`config.mk`:
```
export PLATFORM = sky130hd
export DESIGN_NAME = lcd_ctrl_state
export DESIGN_NICKNAME = d
export VERILOG_FILES = /design/src/rtl/lcdc_pkg.sv /design/src/rtl/lcdc_rst_seq.sv /design/src/rtl/lcdc_regfile.sv /design/src/rtl/lcdc_pix.sv /design/src/rtl/lcd_ctrl_state.sv
export SDC_FILE = /design/constraint.sdc
export NUM_CORES = 1
export LEC_CHECK = 0
export ABC_AREA = 1
export ABC_CLOCK_PERIOD_IN_PS = 2100
export BUFFER_PORTS_ARGS = -buffer_cell sky130_fd_sc_hd__clkbuf_2
export CAP_MARGIN = 15
export CORE_MARGIN = 2
export CORE_UTILIZATION = 25
export DETAILED_ROUTE_END_ITERATION = 6
export HOLD_SLACK_MARGIN = 0.15
export PLACE_DENSITY = 0.44
export SLEW_MARGIN = 10
export SYNTH_ARGS = -nofsm -noshare
export SYNTH_HDL_FRONTEND = slang
export SYNTH_HIERARCHICAL = 1
export SYNTH_SLANG_ARGS = --single-unit
```
`constraint.sdc`:
```
create_clock -name clk -period 2.1 [get_ports clk]
set_input_delay 0.105 -clock clk [delete_from_list [all_inputs] [get_ports clk]]
set_output_delay 0.105 -clock clk [all_outputs]
set_load 0.005 [all_outputs]
```
`src/rtl/lcdc_pkg.sv`:
```
package lcdc_pkg;

  localparam int XW = 7;
  localparam int YW = 4;
  localparam int LW = 7;
  localparam int MW = 8;

  typedef enum logic [1:0] {
    DM_BLANK   = 2'b00,
    DM_ALLON   = 2'b01,
    DM_NORMAL  = 2'b10,
    DM_INVERSE = 2'b11
  } disp_mode_e;

  typedef enum logic [3:0] {
    CA_FUNC   = 4'd0,
    CA_DISP   = 4'd1,
    CA_XADDR  = 4'd2,
    CA_YADDR  = 4'd3,
    CA_XMAX   = 4'd4,
    CA_YMAX   = 4'd5,
    CA_MASK   = 4'd6,
    CA_MISC   = 4'd7,
    CA_START  = 4'd8,
    CA_LINE   = 4'd9,
    CA_ANALOG = 4'd10,
    CA_SWRST  = 4'd15
  } cmd_addr_e;

  typedef struct packed {
    logic          pd;
    logic          vert;
    logic          ext_set;
    logic [1:0]    mode;
    logic [XW-1:0] x_addr;
    logic [YW-1:0] y_addr;
    logic [XW-1:0] x_max;
    logic [YW-1:0] y_max;
    logic [MW-1:0] row_mask;
    logic          pwr_ctl;
    logic          row_norm;
    logic          mir_x;
    logic          mir_y;
    logic          row_swap;
    logic          data_order;
    logic [1:0]    temp_coef;
    logic [1:0]    mult_sel;
    logic [2:0]    bias_sel;
    logic [LW-1:0] start_line;
    logic [LW-1:0] line_addr;
  } ctl_regs_t;

  function automatic ctl_regs_t ctl_defaults(input logic [XW-1:0] xm,
                                             input logic [YW-1:0] ym);
    ctl_regs_t r;
    r          = '0;
    r.pd       = 1'b1;
    r.mode     = DM_BLANK;
    r.x_max    = xm;
    r.y_max    = ym;
    r.row_mask = '1;
    r.pwr_ctl  = 1'b1;
    r.row_norm = 1'b1;
    return r;
  endfunction

endpackage

```
`src/rtl/lcdc_rst_seq.sv`:
```
module lcdc_rst_seq #(
  parameter int SYNC_STAGES = 2,
  parameter int RST_CYCLES  = 8
) (
  input  logic clk,
  input  logic rst_n,
  input  logic soft_rst,
  output logic rst_i_n,
  output logic busy
);
  localparam int CW = $clog2(RST_CYCLES + 1);
  localparam logic [CW-1:0] CNT_LOAD = CW'(RST_CYCLES);

  logic [SYNC_STAGES-1:0] sync_q;

  generate
    for (genvar g = 0; g < SYNC_STAGES; g++) begin : g_sync
      always_ff @(posedge clk or negedge rst_n) begin
        if (!rst_n) begin
          sync_q[g] <= 1'b0;
        end else begin
          if (g == 0) sync_q[g] <= 1'b1;
          else        sync_q[g] <= sync_q[(g == 0) ? 0 : g-1];
        end
      end
    end
  endgenerate

  assign rst_i_n = sync_q[SYNC_STAGES-1];

  logic [CW-1:0] cnt_q, cnt_nxt;

  always_comb begin
    cnt_nxt = cnt_q;
    if (soft_rst)         cnt_nxt = CNT_LOAD;
    else if (cnt_q != '0) cnt_nxt = cnt_q - 1'b1;
  end

  always_ff @(posedge clk or negedge rst_i_n) begin
    if (!rst_i_n) cnt_q <= CNT_LOAD;
    else          cnt_q <= cnt_nxt;
  end

  assign busy = (cnt_q != '0);
endmodule

```
`src/rtl/lcdc_regfile.sv`:
```
module lcdc_regfile
  import lcdc_pkg::*;
#(
  parameter logic [XW-1:0] XMAX_RST = 7'd101,
  parameter logic [YW-1:0] YMAX_RST = 4'd8
) (
  input  logic       clk,
  input  logic       rst_i_n,
  input  logic       soft_rst,
  input  logic       wr_en,
  input  logic [3:0] wr_addr,
  input  logic [7:0] wr_data,
  output ctl_regs_t  regs
);
  localparam ctl_regs_t DEFAULTS = ctl_defaults(XMAX_RST, YMAX_RST);

  ctl_regs_t cur_q, nxt;

  always_comb begin
    nxt = cur_q;
    if (soft_rst) begin
      nxt = DEFAULTS;
    end else if (wr_en) begin
      case (cmd_addr_e'(wr_addr))
        CA_FUNC: begin
          nxt.pd      = wr_data[2];
          nxt.vert    = wr_data[1];
          nxt.ext_set = wr_data[0];
        end
        CA_DISP:  nxt.mode     = wr_data[1:0];
        CA_XADDR: nxt.x_addr   = wr_data[XW-1:0];
        CA_YADDR: nxt.y_addr   = wr_data[YW-1:0];
        CA_XMAX:  nxt.x_max    = wr_data[XW-1:0];
        CA_YMAX:  nxt.y_max    = wr_data[YW-1:0];
        CA_MASK:  nxt.row_mask = wr_data[MW-1:0];
        CA_MISC: begin
          nxt.pwr_ctl    = wr_data[0];
          nxt.row_norm   = wr_data[1];
          nxt.mir_x      = wr_data[2];
          nxt.mir_y      = wr_data[3];
          nxt.row_swap   = wr_data[4];
          nxt.data_order = wr_data[5];
        end
        CA_START: nxt.start_line = wr_data[LW-1:0];
        CA_LINE:  nxt.line_addr  = wr_data[LW-1:0];
        CA_ANALOG: begin
          nxt.temp_coef = wr_data[1:0];
          nxt.mult_sel  = wr_data[3:2];
          nxt.bias_sel  = wr_data[6:4];
        end
        default: ;
      endcase
    end
  end

  always_ff @(posedge clk or negedge rst_i_n) begin
    if (!rst_i_n) cur_q <= DEFAULTS;
    else          cur_q <= nxt;
  end

  assign regs = cur_q;
endmodule

```
`src/rtl/lcdc_pix.sv`:
```
module lcdc_pix
  import lcdc_pkg::*;
(
  input  logic       pd,
  input  logic [1:0] mode,
  input  logic       ram_bit,
  input  logic       en,
  output logic       drive
);
  logic lvl;

  always_comb begin
    case (disp_mode_e'(mode))
      DM_NORMAL:  lvl = ram_bit;
      DM_ALLON:   lvl = 1'b1;
      DM_INVERSE: lvl = ~ram_bit;
      default:    lvl = 1'b0;
    endcase
  end

  assign drive = en & ~pd & lvl;
endmodule

```
`src/rtl/lcd_ctrl_state.sv`:
```
module lcd_ctrl_state
  import lcdc_pkg::*;
#(
  parameter int             SYNC_STAGES = 2,
  parameter int             RST_CYCLES  = 8,
  parameter logic [2:0]     MFR_ID      = 3'b101,
  parameter logic [XW-1:0]  XMAX_RST    = 7'd101,
  parameter logic [YW-1:0]  YMAX_RST    = 4'd8
) (
  input  logic         clk,
  input  logic         rst_n,
  input  logic         cmd_valid,
  input  logic [3:0]   cmd_addr,
  input  logic [7:0]   cmd_data,
  input  logic         pix_ram,
  input  logic         pix_en,
  output logic         pix_drive,
  output logic [7:0]   status,
  output logic         pd,
  output logic         vert,
  output logic         ext_set,
  output logic [1:0]   disp_mode,
  output logic [6:0]   x_addr,
  output logic [3:0]   y_addr,
  output logic [6:0]   x_max,
  output logic [3:0]   y_max,
  output logic [7:0]   row_mask,
  output logic         pwr_ctl,
  output logic         row_norm,
  output logic         mir_x,
  output logic         mir_y,
  output logic         row_swap,
  output logic         data_order,
  output logic [1:0]   temp_coef,
  output logic [1:0]   mult_sel,
  output logic [2:0]   bias_sel,
  output logic [6:0]   start_line,
  output logic [6:0]   line_addr
);
  logic      rst_i_n, busy, accept, soft_rst, wr_en, don;
  ctl_regs_t regs;

  assign accept   = cmd_valid & ~busy;
  assign soft_rst = accept & (cmd_addr == CA_SWRST);
  assign wr_en    = accept & ~soft_rst;

  lcdc_rst_seq #(
    .SYNC_STAGES (SYNC_STAGES),
    .RST_CYCLES  (RST_CYCLES)
  ) i_rst_seq (
    .clk      (clk),
    .rst_n    (rst_n),
    .soft_rst (soft_rst),
    .rst_i_n  (rst_i_n),
    .busy     (busy)
  );

  lcdc_regfile #(
    .XMAX_RST (XMAX_RST),
    .YMAX_RST (YMAX_RST)
  ) i_regfile (
    .clk      (clk),
    .rst_i_n  (rst_i_n),
    .soft_rst (soft_rst),
    .wr_en    (wr_en),
    .wr_addr  (cmd_addr),
    .wr_data  (cmd_data),
    .regs     (regs)
  );

  lcdc_pix i_pix (
    .pd      (regs.pd),
    .mode    (regs.mode),
    .ram_bit (pix_ram),
    .en      (pix_en),
    .drive   (pix_drive)
  );

  assign don    = ~regs.pd & (regs.mode != DM_BLANK);
  assign status = {busy, don, busy, MFR_ID, 2'b00};

  assign pd         = regs.pd;
  assign vert       = regs.vert;
  assign ext_set    = regs.ext_set;
  assign disp_mode  = regs.mode;
  assign x_addr     = regs.x_addr;
  assign y_addr     = regs.y_addr;
  assign x_max      = regs.x_max;
  assign y_max      = regs.y_max;
  assign row_mask   = regs.row_mask;
  assign pwr_ctl    = regs.pwr_ctl;
  assign row_norm   = regs.row_norm;
  assign mir_x      = regs.mir_x;
  assign mir_y      = regs.mir_y;
  assign row_swap   = regs.row_swap;
  assign data_order = regs.data_order;
  assign temp_coef  = regs.temp_coef;
  assign mult_sel   = regs.mult_sel;
  assign bias_sel   = regs.bias_sel;
  assign start_line = regs.start_line;
  assign line_addr  = regs.line_addr;
endmodule

```
== After elaboration in Yosys (flattened, before gate mapping) ==
Index checks and enable logic that the tools add are counted.

* Bits in registers: 68
* Bits of input ports: 17
* Output and inout bits: 71
* Word-level logic and storage cells: 91

* Add/subtract/negate cells: 1
* Equality and inequality tests: 14
* Mux-type cells: 16
* Bitwise operators: 10
* Reductions and logical operators: 27

{| class="wikitable"
|+ Operator list
! cell !! count
|-
| 62-bit 2-to-1 mux || 2
|-
| 7-bit 2-to-1 mux || 5
|-
| 2-bit nonzero test || 14
|-
| 2-bit AND reduction || 11
|-
| 4-bit by 3-bit equality test with 1-bit output (second input constant) || 4
|-
| 4-bit equality test (second input constant) || 4
|-
| 4-bit 2-to-1 mux || 4
|-
| 4-bit by 2-bit equality test with 1-bit output (second input constant) || 2
|-
| 8-bit 2-to-1 mux || 1
|-
| 1-bit bitwise AND || 6
|-
| 6-bit 2-to-1 mux || 1
|-
| 2-bit equality test (second input constant) || 2
|-
| 4-bit by 1-bit equality test with 1-bit output (second input constant) || 1
|-
| 4-bit logical NOT || 1
|-
| 1-bit inverter || 4
|-
| 4-bit nonzero test || 1
|-
| 4-bit by 1-bit subtractor with 4-bit output (second input constant) || 1
|-
| 3-bit 2-to-1 mux || 1
|-
| 1-bit case mux with 3 select lines || 1
|-
| 2-bit by 1-bit equality test with 1-bit output (second input constant) || 1
|-
| 2-bit 2-to-1 mux || 1
|}

== Logic depth before layout (Yosys ltp) ==
* Word-level depth: 8
* Gate-level depth with buffers: 13
* Mapped depth without buffers: 12

== Modules after synthesis ==
The synthesis kept the hierarchy.

{| class="wikitable"
|+ By module, submodules not included
! module !! times used !! cells each !! area an instance (um^2) !! sequential area each (um^2)
|-
| lcdc_regfile || 1 || 320 || 2682.6 || 1571.5
|-
| lcdc_rst_seq || 1 || 31 || 276.5 || 151.4
|-
| lcd_ctrl_state || 1 || 22 || 115.1 || 0.0
|-
| lcdc_pix || 1 || 6 || 27.5 || 0.0
|}

== Least setup slack after synthesis ==
Ideal clock, no wire load.

* Path type: register -> register
* From: register i_rst_seq.cnt_q[0]
* To: register i_regfile.cur_q, in the netlist i_regfile/regs[21]
* Setup time: 0.116 ns
* Arrival time: 1.645 ns
* Data required time: 1.984 ns
* Slack: 0.338 ns
* Cell stages (with the launch flop): 13
* Buffers on the path: 1
* Clock period less this slack: 1.762 ns
* Cells stage by stage: dfrtp_1 inv_1 ha_1 nand3_2 inv_1 nand2_1 nor2_1 buf_6 nand3_1 nor2_2 nor2_1 nand2_1 nand2_1

* Cells in the longest elaborated chain, start to end: 8
* Elaborated cells between the ends (all ways): 10
* Classes of those cells: mux (1); bitwise (5); reduce/logical (4)

{| class="wikitable"
|+ Ends and longest elaborated chain
! item !! RTL line !! RTL
|-
| start, declared || lcdc_rst_seq.sv:31 || <nowiki>logic [CW-1:0] cnt_q, cnt_nxt;</nowiki>
|-
| start signal, assigned || lcdc_rst_seq.sv:41 || <nowiki>else cnt_q <= cnt_nxt;</nowiki>
|-
| 4-bit nonzero test (*) || lcdc_rst_seq.sv:44 || <nowiki>assign busy = (cnt_q != '0);</nowiki>
|-
| via busy || lcd_ctrl_state.sv:40 || <nowiki>logic rst_i_n, busy, accept, soft_rst, wr_en, don;</nowiki>
|-
| 1-bit inverter (*) || lcd_ctrl_state.sv:43 || <nowiki>assign accept = cmd_valid & ~busy;</nowiki>
|-
| 1-bit bitwise AND (*) || lcd_ctrl_state.sv:43 ||
|-
| 1-bit bitwise AND || lcd_ctrl_state.sv:44 || <nowiki>assign soft_rst = accept & (cmd_addr == CA_SWRST);</nowiki>
|-
| 1-bit inverter || lcd_ctrl_state.sv:45 || <nowiki>assign wr_en = accept & ~soft_rst;</nowiki>
|-
| 1-bit bitwise AND (*) || lcd_ctrl_state.sv:45 ||
|-
| via wr_en || lcd_ctrl_state.sv:40 ||
|-
| 2-bit nonzero test (no source line) (*) || - ||
|-
| 2-bit AND reduction (no source line) (*) || - ||
|-
| end signal, assigned || lcdc_regfile.sv:58 || <nowiki>else cur_q <= nxt;</nowiki>
|-
| end, declared || lcdc_regfile.sv:17 || <nowiki>ctl_regs_t cur_q, nxt;</nowiki>
|}

Mark *: on every way through the listed nets, which the timed path passes. The rest lies on a longest branch.
A chain may end at the register's enable or synchronous reset.

== Worst setup path in the final report ==
* From: register i_rst_seq.cnt_q[0]
* To: register i_regfile.cur_q, in the netlist i_regfile/regs[17]

* Cells in the longest elaborated chain, start to end: 8
* Elaborated cells between the ends (all ways): 10
* Classes of those cells: mux (1); bitwise (5); reduce/logical (4)

{| class="wikitable"
|+ Ends and longest elaborated chain
! item !! RTL line
|-
| 4-bit nonzero test (*) || lcdc_rst_seq.sv:44
|-
| 1-bit inverter (*) || lcd_ctrl_state.sv:43
|-
| 1-bit bitwise AND (*) || lcd_ctrl_state.sv:43
|-
| 1-bit bitwise AND (*) || lcd_ctrl_state.sv:44
|-
| via soft_rst || lcd_ctrl_state.sv:40
|-
| 1-bit inverter || lcd_ctrl_state.sv:45
|-
| 1-bit bitwise AND || lcd_ctrl_state.sv:45
|-
| 2-bit nonzero test (no source line) || -
|-
| 2-bit AND reduction (no source line) || -
|}

Marks and branches as above.

==> flow_metrics.tcl <==
set metrics [dict create \
    outcome "complete, no violations" \
    worst-path-buf-inv 4 \
    crit_family "simple AND/OR/NAND/NOR gates" \
    p_per_area_nw_per_um2 1210 \
    clkLatencyLatePin_ns 0.33 \
    worst_pin_slew_ns 0.583 \
    synthCells 379 \
    wire_per_inst_um 14.0 \
    ys_async_sr_fraction 1.00 \
    nFillCells 1268 \
    combPwrFrac 0.242 \
    syn2layout_area_growth_pct 35.8 \
    top_usage_layer "met2" \
    regArea_um2 1720 \
    cts.sinks 68 \
    cp_slowest_stage_delay_ns 0.39 \
    drc 0 \
    min_path_type "input pin to flip-flop" \
    maxCapViolCount 0 \
    multi_input_area_um2 1190 \
    synth.avg_cell_area_um2 8.18 \
    relSlewSlack 0.612 \
    synth_edf_count 0 \
    cp.depth 11 \
    grt_pass1_vias 2685 \
    root_buffer "clkbuf_16" \
    min_path_cells 5 \
    htreeDepth 3 \
    grt_pass1_wl_mm 14.3 \
    cpMaxStageDelayCell "dfrtp_1" \
    rows 40 \
    drt_pass1_iterations 5 \
    cp_max_fo 10 \
    yosysSeqAreaShare 0.555 \
    initialDrtViolationCount 76 \
    synth.most_common_cell "nand2_1" \
    drive_gt1_frac 0.321 \
    yosys-top-cells-area "dfrtp_1, nand2_1, dfstp_2" \
    fin_worst_hold_slack_ns 0.155 \
    use_met2 0.223 \
    irDropWorstVdd_mv 0.590 \
    numCtsBuffers 9 \
    core-area_um2 12100 \
    met1_usage 0.185 \
    grtUsageMet3 0.0506 \
    diodes 0 \
    pwr-share-seq 0.410 \
    final-setup-viol-count 0 \
    rsz0062_at_grt "false" \
    ant_nets 0 \
    synthTopCellsByCount "nand2_1, nand3_1, dfrtp_1" \
    grt-ovfl-total 0 \
    clock.fmax_mhz 524 \
    synth.cell_area_um2 3100 \
    wl_mm 9.15 \
    fp.dieW_um 115 \
    power.total_w 0.00511 \
    num_vias 2782 \
    power.static_leakage_nw 2.43 \
    fin_crit_ns 1.91 \
    cp-end-kind "flip-flop" \
    worstSetupStartpointType "flip-flop" \
    hold_viol 0 \
    start_util 0.257 \
    swShare 0.294 \
    cts.clk_slew.worst_paths_ns 0.06 \
    power_frac_clock 0.348 \
    path_common_cell "nand2_1" \
    p_sw_w 0.00150 \
    dp.final_hpwl_mm 6.52 \
    fin_area_um2 4210 \
    antenna_found_initial 0 \
    dieHeight_um 115 \
    ys.flop_type "dfrtp_1" \
    internal_power_w 0.00360 \
    required_ns 2.32 \
    nets 499 \
    yosysWarnings 6 \
    fin_ws_ns 0.193 \
    synth_top_area_share 0.411 \
    final_max_slew_viol_count 0 \
    globalplace.congestion 0.746 \
    arrival_ns 2.13 \
    skew_ns 0.00446 \
    synth_cell_types 25 \
    reg2regPathDepth 11 \
    die_area_um2 13300 \
    min_period_over_period 0.908 \
    placed_cell_area_um2 3760 \
    crit_chain "inv_1 -> ha_1 -> nand3_2 -> inv_1 -> nand2_1 -> nor2_4 -> buf_4 -> nor2_1 -> buf_4 -> nand2_1 -> nand2_1" \
    fin_setup_tns_ns 0 \
    path_class "flip-flop to flip-flop" \
    clock_path_buffers 2 \
    place_ws_ns 0.0978 \
    ys_ff_latch 68 \
    io_buffers 82 \
    cts_tree "yes" \
    grt_max_degree 34 \
    grt_usage 0.142 \
    viasPerCell 4.25 \
    synth_largest_area_cell "dfrtp_1" \
    io-pin-count 88 \
]
-- registers in the layout, indices dropped and copies added, names as in the netlist --
| signal | count |
|---|---|
| i_rst_seq/rst_i_n | 1 |
| i_regfile/regs | 62 |
| i_rst_seq/cnt_q | 4 |
| i_rst_seq/sync_q | 1 |
-- cells in the final DEF, fill, tap and decap left out, drive strengths merged --
cell type	instances
dfstp	17
o21bai	1
clkinv	3
or2	1
bufinv	3
buf	14
o21ai	1
ha	1
nand4	3
a21oi	1
nand2	164
conb	6
dfrtp	51
dlygate4sd3	8
clkbuf	92
clkinvlp	1
nand3b	1
nor2	28
nand3	62
inv	28
-- worst reg2reg max path: cells and delay by family, from the launching register on --
family	cells	cell delay (ns)
AND/OR/NAND/NOR	6	0.67
flip-flops	1	0.39
buffers and inverters	4	0.54
adder cells (fa/ha/maj)	1	0.22
-- kinds of logic (layout without fill, tap and decap cells) --
family,Yosys count,after routing,share of synthesized area
other,3,6,0.00363
AO/OA/AOI/OAI,3,3,0.00685
adder cells (fa/ha/maj),1,1,0.00403
AND/OR/NAND/NOR,259,259,0.362
buffers and inverters,45,149,0.0678
flip-flops,68,68,0.555
-- cell type report --
class | instances | area share
Clock buffer | 10 | 0.0567
Sequential cell | 68 | 0.409
Clock inverter | 6 | 0.0264
Multi-Input combinational cell | 269 | 0.284
Tap cell | 168 | 0.0499
Inverter | 29 | 0.0267
Timing Repair Buffer | 104 | 0.147
-- through the flow --
step / cells / utilization
after floorplan: 382 / -
after global placement: 630 / 0.312
after detailed placement: 630 / 0.312
after CTS: 654 / 0.348
after global routing: 654 / 0.349
final: 654 / 0.349
-- path summary, 6_finish.rpt --
check	from	to	slack, ns
max in group asynchronous	i_rst_seq/rst_i_n$_DFF_PN0_	i_regfile/regs[38]$_DFFE_PN1P_	1.16
setup reg to reg	i_rst_seq/cnt_q[0]$_DFFE_PN0P_	i_regfile/regs[17]$_DFFE_PN0P_	0.19
setup / recovery	i_rst_seq/cnt_q[0]$_DFFE_PN0P_	i_regfile/regs[17]$_DFFE_PN0P_	0.19
hold / removal	cmd_data[2]	i_regfile/regs[41]$_DFFE_PN1P_	0.16
min in group asynchronous	i_rst_seq/rst_i_n$_DFF_PN0_	i_regfile/regs[17]$_DFFE_PN0P_	0.27
hold reg to reg	i_rst_seq/rst_i_n$_DFF_PN0_	i_regfile/regs[17]$_DFFE_PN0P_	0.27
-- timing repair --
item / 4_1_cts / 5_1_grt
hold buffers: 8 / 0
setup buffers: 0 / 0
gates resized for setup: 0 / 6
setup endpoints to repair: 0 / 46
hold endpoints to repair: 11 / 0
-- layer usage --
| metal | vias to the layer above | wire (um) |
|---|---|---|
| li1 | 1379 | - |
| met1 | 1326 | 4280 |
| met2 | 70 | 4230 |
| met3 | 7 | 558 |
| met4 | 0 | 84 |
| met5 | - | 0 |
-- power groups by stage --
stage | Combinational (W) | Sequential [W] | Clock (W)
4_1_cts | 0.00126 | 0.00210 | 0.00181
3_5_place_dp | 0.00125 | 0.00212 | 0
5_1_grt | 0.00141 | 0.00215 | 0.00187
6_report | 0.00124 | 0.00209 | 0.00178
3_3_place_gp | 0.00122 | 0.00212 | 0
2_1_floorplan | 0.000638 | 0.00210 | 0
Note: power is estimated with default switching activity, not from simulation.
